==> src/rtl/sdb_pkg.sv <==
// Package: shared constants for the burst column sequencer.
// Assumes: the 3-bit burst length code follows the R3 encoding.
package sdb_pkg;
    localparam logic [2:0] BLC_ONE  = 3'b000;
    localparam logic [2:0] BLC_TWO  = 3'b001;
    localparam logic [2:0] BLC_FOUR = 3'b010;
    localparam logic [2:0] BLC_EIGHT = 3'b011;
    localparam logic [2:0] BLC_PAGE = 3'b111;
endpackage

==> src/rtl/sdb_mode_decode.sv <==
// Module: sdb_mode_decode
// Turns the length code, the order bit and the single-write setting into a
// block mask (length-1, or all ones for full page), a full-page flag and the
// interleave flag that takes effect.
// Assumes: COL_W >= 3. Unused codes decode to a single beat.
module sdb_mode_decode
    import sdb_pkg::*;
#(
    parameter int COL_W = 10
) (
    input  logic [2:0]       blen_code,
    input  logic             ilv_req,
    input  logic             is_write,
    input  logic             wr_single,
    output logic [COL_W-1:0] mask,
    output logic             cont,
    output logic             ilv
);
    // Decodes the length and then applies the single-write override.
    always_comb begin
        mask = '0;
        cont = 1'b0;
        case (blen_code)
            BLC_TWO:   mask = COL_W'(1);
            BLC_FOUR:  mask = COL_W'(3);
            BLC_EIGHT: mask = COL_W'(7);
            BLC_PAGE: begin
                mask = '1;
                cont = 1'b1;
            end
            default:   mask = '0;
        endcase
        if (is_write && wr_single) begin
            mask = '0;
            cont = 1'b0;
        end
        ilv = ilv_req && !cont;
    end
endmodule

==> src/rtl/sdb_beat_ctrl.sv <==
// Module: sdb_beat_ctrl
// Holds the burst-active state and the beat index. It captures the mask and
// the full-page flag at start and flags the final beat of a fixed burst.
// Assumes: start has priority over terminate on the same edge.
module sdb_beat_ctrl #(
    parameter int COL_W = 10
) (
    input  logic             clk,
    input  logic             rst_n,
    input  logic             start,
    input  logic             term,
    input  logic [COL_W-1:0] mask_in,
    input  logic             cont_in,
    output logic             active,
    output logic [COL_W-1:0] cnt,
    output logic [COL_W-1:0] mask_q,
    output logic             last
);
    logic cont_q;

    // Final beat: the index has reached the block mask and the burst is fixed.
    always_comb last = active && !cont_q && (cnt == mask_q);

    // Beat sequencing: load on start, stop on terminate or last, else advance.
    always_ff @(posedge clk) begin
        if (!rst_n) begin
            active <= 1'b0;
            cnt    <= '0;
            mask_q <= '0;
            cont_q <= 1'b0;
        end else if (start) begin
            active <= 1'b1;
            cnt    <= '0;
            mask_q <= mask_in;
            cont_q <= cont_in;
        end else if (term) begin
            active <= 1'b0;
        end else if (active) begin
            if (last) active <= 1'b0;
            else      cnt <= cnt + COL_W'(1);
        end
    end
endmodule

==> src/rtl/sdb_addr_map.sv <==
// Module: sdb_addr_map
// Captures the start column and the order at start. It maps the beat index
// to a column that stays inside the aligned block chosen by the mask.
// Assumes: the mask is a run of low ones (block size is a power of two).
module sdb_addr_map #(
    parameter int COL_W = 10
) (
    input  logic             clk,
    input  logic             rst_n,
    input  logic             start,
    input  logic [COL_W-1:0] start_col,
    input  logic             ilv_in,
    input  logic [COL_W-1:0] cnt,
    input  logic [COL_W-1:0] mask,
    output logic [COL_W-1:0] col
);
    logic [COL_W-1:0] base_q;
    logic             ilv_q;
    logic [COL_W-1:0] offs;

    // Captures the burst origin and the order when a burst starts.
    always_ff @(posedge clk) begin
        if (!rst_n) begin
            base_q <= '0;
            ilv_q  <= 1'b0;
        end else if (start) begin
            base_q <= start_col;
            ilv_q  <= ilv_in;
        end
    end

    // Interleaved uses XOR and linear uses a sum; both keep only the in-block bits.
    always_comb begin
        offs = ilv_q ? (base_q ^ cnt) : (base_q + cnt);
        col  = (base_q & ~mask) | (offs & mask);
    end
endmodule

==> src/rtl/sdram_burst_colseq.sv <==
// Module: sdram_burst_colseq (top)
// Produces one column address per clock for a read or write burst. The first
// beat appears the cycle after the start strobe.
// Assumes: the strobes are synchronous and all inputs change away from the clock edge.
module sdram_burst_colseq #(
    parameter int COL_W = 10
) (
    input  logic             clk,
    input  logic             rst_n,
    input  logic             start_i,
    input  logic [COL_W-1:0] start_col_i,
    input  logic             is_write_i,
    input  logic [2:0]       blen_code_i,
    input  logic             ilv_i,
    input  logic             wr_single_i,
    input  logic             term_i,
    output logic [COL_W-1:0] col_o,
    output logic             col_valid_o,
    output logic             last_o
);
    logic [COL_W-1:0] dec_mask;
    logic             dec_cont;
    logic             dec_ilv;
    logic             act;
    logic [COL_W-1:0] beat_idx;
    logic [COL_W-1:0] run_mask;
    logic             fin;
    logic [COL_W-1:0] col_raw;

    sdb_mode_decode #(.COL_W(COL_W)) u_dec (
        .blen_code (blen_code_i),
        .ilv_req   (ilv_i),
        .is_write  (is_write_i),
        .wr_single (wr_single_i),
        .mask      (dec_mask),
        .cont      (dec_cont),
        .ilv       (dec_ilv)
    );

    sdb_beat_ctrl #(.COL_W(COL_W)) u_ctrl (
        .clk     (clk),
        .rst_n   (rst_n),
        .start   (start_i),
        .term    (term_i),
        .mask_in (dec_mask),
        .cont_in (dec_cont),
        .active  (act),
        .cnt     (beat_idx),
        .mask_q  (run_mask),
        .last    (fin)
    );

    sdb_addr_map #(.COL_W(COL_W)) u_map (
        .clk       (clk),
        .rst_n     (rst_n),
        .start     (start_i),
        .start_col (start_col_i),
        .ilv_in    (dec_ilv),
        .cnt       (beat_idx),
        .mask      (run_mask),
        .col       (col_raw)
    );

    // Output stage: drive the column to zero when no burst is running.
    always_comb begin
        col_valid_o = act;
        last_o      = fin;
        col_o       = act ? col_raw : '0;
    end
endmodule

==> config.mk <==
export PLATFORM = sky130hd
export DESIGN_NAME = sdram_burst_colseq
export DESIGN_NICKNAME = d
export VERILOG_FILES = /design/src/rtl/sdb_pkg.sv /design/src/rtl/sdb_mode_decode.sv /design/src/rtl/sdb_beat_ctrl.sv /design/src/rtl/sdb_addr_map.sv /design/src/rtl/sdram_burst_colseq.sv
export SDC_FILE = /design/constraint.sdc
export NUM_CORES = 1
export LEC_CHECK = 0
export ABC_AREA = 1
export CORE_UTILIZATION = 45
export CTS_BUF_LIST = sky130_fd_sc_hd__clkbuf_8 sky130_fd_sc_hd__clkbuf_16
export CTS_CLUSTER_SIZE = 24
export DETAILED_ROUTE_END_ITERATION = 6
export DONT_BUFFER_PORTS = 1
export GPL_ROUTABILITY_DRIVEN = 0
export HOLD_SLACK_MARGIN = 0.15
export PLACE_DENSITY = 0.65
export SYNTH_ARGS = -nofsm -noshare
export SYNTH_HDL_FRONTEND = slang
export SYNTH_HIERARCHICAL = 1
export SYNTH_SLANG_ARGS = --single-unit
==> constraint.sdc <==
create_clock -name clk -period 2 [get_ports clk]
set_input_delay 0.1 -clock clk [delete_from_list [all_inputs] [get_ports clk]]
set_output_delay 0.1 -clock clk [all_outputs]
set_load 0.1 [all_outputs]
# --- Word level (Yosys, flattened, before mapping) ---
# Index checks and enable logic that the tools add are counted.
classes:
  add_sub_neg: 2
  eq_ne: 5
  mux: 10
  bitwise_logic: 8
  reduce_logical: 8
ops:
  columns: ["operator", "n"]
  rows:
  - ["10-bit case mux with 4 select lines", 1]
  - ["10-bit 2-to-1 mux", 3]
  - ["10-bit bitwise AND", 2]
  - ["10-bit by 1-bit adder with 10-bit output, second input constant", 1]
  - ["10-bit adder", 1]
  - ["10-bit == test", 1]
  - ["10-bit inverter", 1]
  - ["10-bit OR", 1]
  - ["10-bit bitwise XOR", 1]
  - ["3-bit by 2-bit == test with 1-bit output, second input constant", 2]
  - ["1-bit 2-to-1 mux", 6]
  - ["1-bit logical AND", 4]
  - ["3-bit by 1-bit == test with 1-bit output, second input constant", 1]
  - ["3-bit == test, second input constant", 1]
  - ["1-bit inverter", 3]
  - ["3-bit AND reduction", 1]
  - ["1-bit logical NOT", 2]
  - ["2-bit OR reduction", 1]
word_totals:
  regBits: 33
  input_bits: 20
  output_inout_bits: 12
  elab_cells: 39

# --- Logic depth before layout (Yosys ltp) ---
logic_depth:
  depth_word: 7
  ltp_mapped: 13

# --- By module ---
# Netlist, hierarchy kept.
by_module_without_submodules:
  columns: ["mod", "n_inst", "cells_each", "area_each_um2", "seq_area_each_um2"]
  rows:
  - ["sdb_beat_ctrl", 1, 202, 1241.2, 440.4]
  - ["sdb_addr_map", 1, 148, 945.9, 220.2]
  - ["sdb_mode_decode", 1, 21, 113.9, 0.0]
  - ["sdram_burst_colseq", 1, 21, 86.3, 0.0]

# --- Least setup slack after synthesis ---
# OpenSTA, ideal clock, no wires.
synth_timing:
  kind: "register to output"
  start: "register u_ctrl.active"
  end: "output port last_o"
  arrival_time_ns: 2.236
  setup_slack_ns: -0.336
  path_stages_with_launch: 8
  path_buffers: 1
  path_cell_list: "dfxtp_1 nand2_1 nor2_1 nand2_1 nor2_1 nand3_2 buf_6 inv_1"
synth_via:
  elab_chain_cells: 2
synth_lines:
  columns: ["element", "line", "text"]
  rows:
  - ["start: declaration", "sdb_beat_ctrl.sv:14", "output logic active,"]
  - ["start signal: assignment", "sdb_beat_ctrl.sv:27", "active <= 1'b0;"]
  - ["start signal: assignment", "sdb_beat_ctrl.sv:32", "active <= 1'b1;"]
  - ["start signal: assignment", "sdb_beat_ctrl.sv:37", "active <= 1'b0;"]
  - ["1-bit logical AND (2 in a row)", "sdb_beat_ctrl.sv:22", "always_comb last = active && !cont_q && (cnt == mask_q);"]
  - ["end: declaration", "sdram_burst_colseq.sv:19", "output logic last_o"]
# No other way between the ends.

# --- Worst setup path in the final report ---
layout_timing:
  start: "register u_map.base_q[0]"
  end: "output port col_o[6]"
layout_via:
  elab_chain_cells: 5
layout_lines:
  columns: ["element", "line", "text"]
  rows:
  - ["start: declaration", "sdb_addr_map.sv:17", "logic [COL_W-1:0] base_q;"]
  - ["start signal: assignment", "sdb_addr_map.sv:27", "base_q <= start_col;"]
  - ["10-bit adder", "sdb_addr_map.sv:34", "offs = ilv_q ? (base_q ^ cnt) : (base_q + cnt);"]
  - ["10-bit 2-to-1 mux", "sdb_addr_map.sv:34", null]
  - ["10-bit bitwise AND", "sdb_addr_map.sv:35", "col = (base_q & ~mask) | (offs & mask);"]
  - ["10-bit OR", "sdb_addr_map.sv:35", null]
  - ["named net col_raw[6]", "sdram_burst_colseq.sv:28", "logic [COL_W-1:0] col_raw;"]
  - ["10-bit 2-to-1 mux", "sdram_burst_colseq.sv:68", "col_o = act ? col_raw : '0;"]
  - ["end: declaration", "sdram_burst_colseq.sv:17", "output logic [COL_W-1:0] col_o,"]
# The timed path passes the listed nets, and every way through them passes these cells.

==> metrics <==
status finished with violations; failing checks negative setup slack; Overall Global Routing Usage between 20% and 30%; initial antenna violation count 0; Worst-Margin Slew around 0.8 ns; share of cells above drive strength 1 24.2%; Max transition margin 47.5%; PnR worst setup slack -0.207 ns; crit end category output port; Layout fillers 458; final count of pins violating max slew 0; Num CTS Buffers 5; period utilisation layout 110%; Post-DP HPWL 4.53 mm; die width ~75 um; Worst Skew about 0.0065 ns; Die Y 74.8 um; maximum VDD drop 0.000335 V; top post-synthesis cells by area dfxtp_1 (28%), nand2_1 (17%), nor2_1 (8.5%); total gr overflow 0; Hold Worst Slack roughly 0.16 ns; vias ~2700; Ys Warns 6; # nets final 473; I/O Buffers 0; 1st-pass router iterations 5; Starting Density between 40% and 50%; FF-to-FF setup slack between 0.3 and 0.4 ns; Seq cells post-synth 33; Netlist cell types 29; Setup crit start kind flip-flop; 1st-iter DRT viols roughly 180; Core Footprint 5110 um2; Setup CP Type reg2out; Hold Fails Final Rpt 0; CTS max path bufs 2; syn_nets about 420; Core Util, Final 64.3%; synth-to-layout area growth 37.5%; Fmax achieved between 400 and 500 MHz; Multi-input gate area 1540 um2; wirelength, routed 7.14 mm; Post-DRT Antenna Nets 0; HP Class in2reg; CTS tree yes; routed vias/inst around 5.2; CTS root buf clkbuf_8; crit path DAT 2.11 ns; clock insertion delay at the later pin of the skew report ~0.29 ns; Leakage 1.46 nW; average footprint of a synthesized cell just over 6 um2; Seq/Total Area, Yosys between 20% and 30%; first-pass GRT wire length 11.7 mm; Power Density 504 nW/um2; pre-CTS setup slack between 0.02 and 0.03 ns; clock transition at the registers of the reported paths 0.07 ns; final worst path period need 2.21 ns; FP Rows 26; max-cap violations 0; DRC violation count after routing 0; most common cell after layout, fill and taps aside nand2_1; die area 5600 um2; H-tree levels 2; share of the synthesized area in the top cell type between 20 and 30%; Post-Syn Area 2390 um2; Pwr Total 1.65 mW; IO Pins 32; commonest non-fill, non-tap cells in the layout nand2_1 (98), nor2_1 (52), inv_1 (45); DP Cell Count 468; # setup viols final 7; Worst EP required roughly 1.9 ns; cell taking the most area after synthesis dfxtp_1; crit path max fanout 2; post-route insts no fill 513; register area 684 um2; Wirelength per Cell 13.9 um; largest net degree at the start of global routing 24; vias in the first global route 2534; cells after synthesis 392; Sink Count 33; unrepaired setup endpoints after global routing yes; ANT cells 0
==> registers in the layout, indices dropped and copies added, names as in the netlist <==
| register | count |
|---|---|
| u_map/ilv_q | 1 |
| u_ctrl/cont_q | 1 |
| u_map/base_q | 10 |
| u_ctrl/cnt | 10 |
| u_ctrl/mask_q | 10 |
| u_ctrl/active | 1 |
==> synth_stat cells, drive strengths merged <==
cell and number:
fa 1, nand2 111, nand4 3, a31oi 2
nor3 2, buf 10, clkinv 1, o21bai 1
xnor2 1, nand3 27, inv 61, clkbuf 4
xor2 4, o21a 1, nor2 59, dfxtp 33
nor4 2, o21ai 28, ha 10, a21oi 31
==> routing by layer <==
layer	vias to the layer above	global-route usage, %	wire length, um
met1	1228	32.8	3000
met3	24	5.89	325
met2	93	50.3	3550
met4	0	11.7	261
li1	1326	-	-
met5	-	0	0
==> report_power, final <==
group | internal (mW) | total (mW) | switching (mW)
Sequential | 0.687 | 0.727 | 0.0393
Clock | 0.232 | 0.482 | 0.250
Combinational | 0.178 | 0.446 | 0.268
Total | 1.10 | 1.65 | 0.557
==> cells by family (layout without fill, tap and decap cells) <==
| logic type | Yosys count | in the layout | synth area share, % |
|---|---|---|---|
| compound gates | 63 | 63 | 14.0 |
| flops | 33 | 33 | 27.7 |
| simple gates | 204 | 204 | 36.6 |
| xor+xnor | 5 | 5 | 1.83 |
| fa+ha+maj | 11 | 11 | 6.08 |
| buf+inv | 76 | 127 | 13.8 |
==> area by class of cell <==
class,instances,share of cell area (%)
Inverter,62,7.89
Sequential cell,33,20.8
Clock inverter,3,0.343
Tap cell,70,2.67
Timing Repair Buffer,57,19.1
Clock buffer,5,2.10
Multi-Input combinational cell,283,47.0
==> worst max-delay path: stages, from the launching register on <==
cell and delay, ns:
dfxtp_2 0.34, ha_4 0.16, fa_2 0.37, nand3_2 0.08
nand2_2 0.07, nand3_2 0.10, nand2_2 0.07, nand2_1 0.05
nand2_1 0.05, a31oi_1 0.16, nand2_1 0.10, clkinvlp_4 0.09
buf_12 0.16
==> final timing paths <==
check | from | end | cells after the start
max | u_map/base_q[0]$_SDFFE_PN0P_ | col_o[6] | 12
min | blen_code_i[1] | u_ctrl/mask_q[1]$_SDFFE_PN0P_ | 4
max reg2reg | u_ctrl/cnt[7]$_SDFFE_PP0P_ | u_ctrl/cnt[3]$_SDFFE_PP0P_ | 11
min reg2reg | u_map/base_q[9]$_SDFFE_PN0P_ | u_map/base_q[9]$_SDFFE_PN0P_ | 2
==> timing repair <==
| item | 4_1_cts | 5_1_grt |
|---|---|---|
| setup endpoints to repair | 6 | 14 |
| hold buffers | 29 | 0 |
| pin swaps | 12 | 10 |
| setup buffers | 4 | 4 |
| hold endpoints to repair | 33 | 0 |
| resized for setup | 28 | 14 |
| cloned | 0 | 0 |
==> per-stage QoR <==
| stage | instance area, um2 | setup TNS, ns |
|---|---|---|
| detailed placement | 2680 | 0 |
| floorplan | 2410 | 0 |
| global placement | 2680 | 0 |
| global route | 3280 | -1.80 |
| CTS | 3220 | -0.608 |
| finish | 3280 | -1.01 |
Note: power is estimated with default switching activity, not from simulation.
